File: config.mk
export PLATFORM = sky130hd
export DESIGN_NAME = pp_cmd_unit
export DESIGN_NICKNAME = d
export VERILOG_FILES = /design/src/rtl/pp_cmd_pkg.sv /design/src/rtl/pp_field_decode.sv /design/src/rtl/pp_credit_pool.sv /design/src/rtl/pp_cq_irq.sv /design/src/rtl/pp_cmd_unit.sv
export SDC_FILE = /design/constraint.sdc
export NUM_CORES = 1
export LEC_CHECK = 0
export BUFFER_PORTS_ARGS = -buffer_cell sky130_fd_sc_hd__buf_2
export CAP_MARGIN = 20
export CORE_AREA = 2 2 107 109
export DETAILED_ROUTE_END_ITERATION = 12
export DIE_AREA = 0 0 109 111
export PLACE_DENSITY = 0.77
export SYNTH_ARGS = -nofsm -noshare
export SYNTH_HDL_FRONTEND = slang
export SYNTH_HIERARCHICAL = 1
export SYNTH_SLANG_ARGS = --single-unit
File: constraint.sdc
create_clock -name clk -period 4.3 [get_ports clk]
set_input_delay 0.43 -clock clk [delete_from_list [all_inputs] [get_ports clk]]
set_output_delay 0.43 -clock clk [all_outputs]
set_load 0.02 [all_outputs]
File: src/rtl/pp_cmd_pkg.sv
package pp_cmd_pkg;
  localparam int QE_W      = 128;
  localparam int CMD_LSB   = 0;
  localparam int SCHED_LSB = 38;
  localparam int QID_LSB   = 40;
  localparam int QID_W     = 8;

  typedef enum logic [1:0] {
    SCH_ATOMIC = 2'd0,
    SCH_UNORD  = 2'd1,
    SCH_ORDER  = 2'd2,
    SCH_DIRECT = 2'd3
  } sched_e;

  typedef enum logic [7:0] {
    OP_NEW    = 8'h01,
    OP_FWD    = 8'h02,
    OP_DONE   = 8'h03,
    OP_TOKRET = 8'h04,
    OP_ARM    = 8'h05
  } op_e;

  typedef struct packed {
    logic is_enq;
    logic is_dir;
    logic is_arm;
    logic bad;
  } dec_t;
endpackage

File: src/rtl/pp_field_decode.sv
module pp_field_decode
  import pp_cmd_pkg::*;
#(
  parameter int NUM_LB_Q  = 32,
  parameter int NUM_DIR_Q = 64
) (
  input  logic [7:0]       cmd,
  input  logic [1:0]       sched,
  input  logic [QID_W-1:0] qid,
  output dec_t             dec
);
  localparam logic [QID_W:0] LB_LIM  = (QID_W+1)'(NUM_LB_Q);
  localparam logic [QID_W:0] DIR_LIM = (QID_W+1)'(NUM_DIR_Q);

  logic enq_code, known, dir, qid_ok;

  always_comb begin
    enq_code = (cmd == OP_NEW) || (cmd == OP_FWD);
    known    = enq_code || (cmd == OP_DONE) || (cmd == OP_TOKRET) || (cmd == OP_ARM);
    dir      = (sched == SCH_DIRECT);
    qid_ok   = dir ? ({1'b0, qid} < DIR_LIM) : ({1'b0, qid} < LB_LIM);
    dec.is_enq = enq_code && qid_ok;
    dec.is_dir = dir;
    dec.is_arm = (cmd == OP_ARM);
    dec.bad    = !known || (enq_code && !qid_ok);
  end
endmodule

File: src/rtl/pp_credit_pool.sv
module pp_credit_pool #(
  parameter int MAX = 8192
) (
  input  logic clk,
  input  logic rst_n,
  input  logic take,
  input  logic give,
  output logic has_credit
);
  localparam int CW = $clog2(MAX + 1);
  localparam logic [CW-1:0] FULL = CW'(MAX);

  logic [CW-1:0] count;
  logic          give_eff;

  assign give_eff   = give && ((count != FULL) || take);
  assign has_credit = (count != '0);

  always_ff @(posedge clk) begin
    if (!rst_n) count <= FULL;
    else if (give_eff && !take) count <= count + CW'(1);
    else if (take && !give_eff) count <= count - CW'(1);
  end

  p_spend_has_credit_r4: assert property (@(posedge clk) disable iff (!rst_n)
    take |-> count != '0);
  p_net_zero_r5: assert property (@(posedge clk) disable iff (!rst_n)
    (take && give) |=> $stable(count));
  p_no_overflow_r5: assert property (@(posedge clk) disable iff (!rst_n)
    (give && !take && count == FULL) |=> count == FULL);
endmodule

File: src/rtl/pp_cq_irq.sv
module pp_cq_irq #(
  parameter int DEPTH_W = 11
) (
  input  logic               clk,
  input  logic               rst_n,
  input  logic               arm,
  input  logic [DEPTH_W-1:0] cq_depth,
  output logic               irq
);
  logic armed, fire;

  assign fire = armed && (cq_depth != '0);

  always_ff @(posedge clk) begin
    if (!rst_n) begin
      armed <= 1'b0;
      irq   <= 1'b0;
    end else begin
      irq   <= fire;
      armed <= arm || (armed && !fire);
    end
  end

  p_fire_needs_depth_r8: assert property (@(posedge clk) disable iff (!rst_n)
    irq |-> $past(cq_depth) != '0);
  p_no_fire_unarmed_r9: assert property (@(posedge clk) disable iff (!rst_n)
    !armed |=> !irq);
endmodule

File: src/rtl/pp_cmd_unit.sv
module pp_cmd_unit
  import pp_cmd_pkg::*;
#(
  parameter int LB_CREDITS  = 8192,
  parameter int DIR_CREDITS = 2048,
  parameter int NUM_LB_Q    = 32,
  parameter int NUM_DIR_Q   = 64,
  parameter int DEPTH_W     = 11
) (
  input  logic               clk,
  input  logic               rst_n,
  input  logic               qe_valid,
  output logic               qe_ready,
  input  logic [QE_W-1:0]    qe_bits,
  output logic               enq_valid,
  input  logic               enq_ready,
  output logic               enq_dir,
  output logic [QE_W-1:0]    enq_qe,
  input  logic               lb_ret,
  input  logic               dir_ret,
  input  logic [DEPTH_W-1:0] cq_depth,
  output logic               err,
  output logic               irq
);
  localparam int NPOOL = 2;   // index 0 load-balanced, 1 directed

  dec_t             dec;
  logic [NPOOL-1:0] take, give, has;
  logic             credit_ok, xfer;

  pp_field_decode #(.NUM_LB_Q(NUM_LB_Q), .NUM_DIR_Q(NUM_DIR_Q)) u_dec (
    .cmd  (qe_bits[CMD_LSB +: 8]),
    .sched(qe_bits[SCHED_LSB +: 2]),
    .qid  (qe_bits[QID_LSB +: QID_W]),
    .dec  (dec)
  );

  assign give = {dir_ret, lb_ret};

  for (genvar gi = 0; gi < NPOOL; gi++) begin : g_pool
    localparam int SIZE = (gi == 1) ? DIR_CREDITS : LB_CREDITS;
    assign take[gi] = xfer && (dec.is_dir == (gi == 1));
    pp_credit_pool #(.MAX(SIZE)) u_pool (
      .clk       (clk),
      .rst_n     (rst_n),
      .take      (take[gi]),
      .give      (give[gi]),
      .has_credit(has[gi])
    );
  end

  assign credit_ok = dec.is_dir ? has[1] : has[0];
  assign enq_valid = qe_valid && dec.is_enq && credit_ok;
  assign qe_ready  = dec.is_enq ? (enq_ready && credit_ok) : 1'b1;
  assign xfer      = enq_valid && enq_ready;
  assign enq_dir   = dec.is_dir;
  assign enq_qe    = qe_bits;

  always_ff @(posedge clk) begin
    if (!rst_n) err <= 1'b0;
    else        err <= qe_valid && dec.bad;
  end

  pp_cq_irq #(.DEPTH_W(DEPTH_W)) u_irq (
    .clk     (clk),
    .rst_n   (rst_n),
    .arm     (qe_valid && dec.is_arm),
    .cq_depth(cq_depth),
    .irq     (irq)
  );

  p_stall_no_xfer_r4: assert property (@(posedge clk) disable iff (!rst_n)
    (qe_valid && !qe_ready) |-> !(enq_valid && enq_ready));
  p_err_no_spend_r6: assert property (@(posedge clk) disable iff (!rst_n)
    (qe_valid && dec.bad) |-> (take == '0));
endmodule

==> flow_summary.yaml <==
outcome:
  status: "finished, final reports clean"
cells_and_area:
  register_area_um2: 581
  area_growth_pct: -12.2
  nFillCells: 1163
  antenna_cells_inserted: 0
  drive_above_1_share_pct: 20.5
  multiInputGateArea_um2: 1850
  nNetsFinal: 533
  utilization_pct: 27.6
  stdcell_count: 504
  final_cell_area_um2: 3050
yosys:
  syn_area_per_cell_um2: 7.87
  netlist_top_cells_area: "buf_4, dfxtp_1, ha_1"
  synth_seq_cells: 29
  synth_edf_count: 0
  yosysTopAreaCell: "buf_4"
  ys_top_cells_by_count: "buf_4, nand2_1, dfxtp_1"
  yosysMostFrequentCell: "buf_4"
  yosysWarnings: 6
  synthArstFlopShare_pct: 0
  ys_seq_area_share_pct: 16.7
  netlist-cell-type-count: 61
  synth_top_area_share_pct: 27.8
  syn_area_um2: 3480
  synthFlopType: "dfxtp_1"
  synth_nets: 613
  synth_cells: 442
global_route:
  grt_overflow: 0
  grt_antenna_before_repair: 0
  grt_max_degree: 40
  first_global_vias: 2495
  grt.total_usage_pct: 11.4
  grt_first_pass_wirelength_um: 11300
placement:
  postPlaceCellArea_um2: 2900
  place.gp.congestion: 0.942
  port_buffers: 47
  post-place-ws_ps: 179
  hpwl_um: 5130
  dp_cells: 496
worst_setup_path:
  critical_path.max_fanout: 13
  timing.critical_path.mode_cell: "ha_1"
  slowest_stage: "or4_1"
  path_cells: "or4_1, nor4_1, nand4_1, nand2b_1, nor3b_1, inv_1, ha_1, clkinvlp_4, ha_1, nand2_1, or3_1, a311o_1, o2bb2ai_2, and3_1, o21ai_2"
  worstPathArrival_ps: 4190
  startpoint_type: "register"
  cp_top_family: "simple AND/OR/NAND/NOR gates"
  cpPeakStageDelay_ps: 520
  cp.required_ps: 4450
  path_buf_inv: 2
  end_kind: "register"
  crit_type: "reg2reg"
floorplan:
  io-pin-count: 278
  initial_utilization_pct: 31.4
  die_h_um: 111
  die_w_um: 109
  dieArea_um2: 12100
  coreArea_um2: 11100
  rows: 39
timing:
  tns_ps: 0
  timing.slew.headroom_pct: 50.4
  tightestPinTransition_ps: 744
  min_period_over_period_pct: 94.0
  layout_setup_ws_ps: 257
  fmax_mhz: 247
  finalHoldViolCount: 0
  setup-violations-final: 0
  worst_clock_skew_ps: 5.53
  drv_slew: 0
  period_minus_slack_ps: 4040
route:
  viasPerCell: 5.01
  avgRoutedWirePerCell_um: 13.4
  drt-initial-drc-count: 124
  drc: 0
  antenna_left: 0
  routed_wl_um: 6770
  first_pass_iters: 4
  vias: 2524
power:
  ir_drop_v: 0.000241
  cellLeakagePower_nw: 1.33
  power_density_nw_per_um2: 727
clock_network:
  worstSkewPairLatency_ps: 280
  clockBufferDepth: 2
  holdBufCountCts: 0
  cts_made_buffers: 5
  cts_sinks: 29
  cts_tree: "yes"
  h-tree-depth: 2
  cts.reportedPaths.clkPinSlew_ps: 50
  root_buffer: "clkbuf_16"
job:
  cap_violations: 0
min_path:
  min_path_type: "reg2reg"
## worst reg2reg max path: stages (launching register included)
cell        delay, ps
dfxtp_1           320
or4_1             520
nor4_1            250
nand4_1           160
nand2b_1          170
nor3b_1           150
inv_1              60
ha_1              290
clkinvlp_4        330
ha_1              450
nand2_1           120
or3_1             410
a311o_1           300
o2bb2ai_2         150
and3_1            180
o21ai_2            50
## state kept, by name (all words and copies together), names as in the netlist
register and cells:
u_irq/armed 1, err 1, u_irq/irq 1, g_pool.u_pool/count 26
## final timing paths
| kind | from | to | slack (ps) | cells after the start |
|---|---|---|---|---|
| max | g_pool[0].u_pool/count[2] | g_pool[0].u_pool/count[13] | 260 | 15 |
| min | u_irq/armed | u_irq/irq | 440 | 2 |
| max reg2reg | g_pool[0].u_pool/count[2] | g_pool[0].u_pool/count[13] | 260 | 15 |
| min reg2reg | u_irq/armed | u_irq/irq | 440 | 2 |
## where the power goes
group | total [mW] | switching, mW | internal (mW)
combinational | 1.43 | 0.798 | 0.630
sequential | 0.468 | 0.0926 | 0.375
clock | 0.322 | 0.116 | 0.206
total | 2.22 | 1.01 | 1.21
## layout by cell type, fill, tap and decap left out, types with 3 or more instances in the layout
| master | netlist | routed |
|---|---|---|
| buf_2 | 1 | 47 |
| nand2_1 | 34 | 34 |
| dfxtp_1 | 29 | 29 |
| ha_1 | 24 | 24 |
| o21ai_0 | 18 | 18 |
| and2_1 | 17 | 17 |
| nor2_1 | 14 | 14 |
| nand3_1 | 14 | 14 |
| inv_1 | 15 | 14 |
| a21oi_1 | 15 | 14 |
| a21o_1 | 10 | 10 |
| nor3_1 | 10 | 10 |
| xnor2_1 | 10 | 10 |
| a31oi_1 | 6 | 6 |
| o21ai_1 | 5 | 5 |
| clkbuf_16 | 0 | 5 |
| nand2b_1 | 5 | 5 |
| xor2_1 | 5 | 5 |
| nor4_1 | 4 | 4 |
| nor2b_1 | 4 | 4 |
| mux2i_1 | 3 | 3 |
| or4_1 | 3 | 3 |
| nand4_1 | 3 | 3 |
| o21a_1 | 3 | 3 |
| and3_1 | 3 | 3 |
| buf_4 | 129 | 3 |
| o211ai_1 | 3 | 3 |
## layer usage
layer	vias to the layer above	GRT usage, %	share of wire (%)
met5	-	0	0
met4	0	5.98	2.8
met3	34	3.70	6.2
met2	75	17.7	46
met1	1165	13.8	45
li1	1250	-	-
## metrics by stage
step           hold slack [ps]  power, mW
4_1_cts                    440       2.19
2_1_floorplan              407       1.75
5_1_grt                    453       2.42
3_5_place_dp               436       1.85
3_3_place_gp               418       1.80
6_report                   439       2.22
## logic make-up after synthesis
kind of cell	count (synthesis)	synth area share [%]
adders and majority gates	27	10.1
and+or+nand+nor	128	20.2
AOI/OAI and AO/OA	87	17.7
muxes	4	1.19
DFF	29	16.7
xor gates and xnor gates	15	3.78
buffers and inverters	152	30.4
## timing repair
item	CTS	global route
endpoints found under the setup margin	0	3
resized for setup	0	2
endpoints found under the hold margin	0	0
setup buffers	0	2
## cell type report
type,instances,share of cell area (%)
inverter,15,1.97
clock buffer,5,4.10
multi-input combinational,261,60.5
clock inverter,1,0.164
timing repair buffer,50,8.44
sequential,29,19.0
tap,143,5.86
Note: power is estimated with default switching activity, not from simulation.
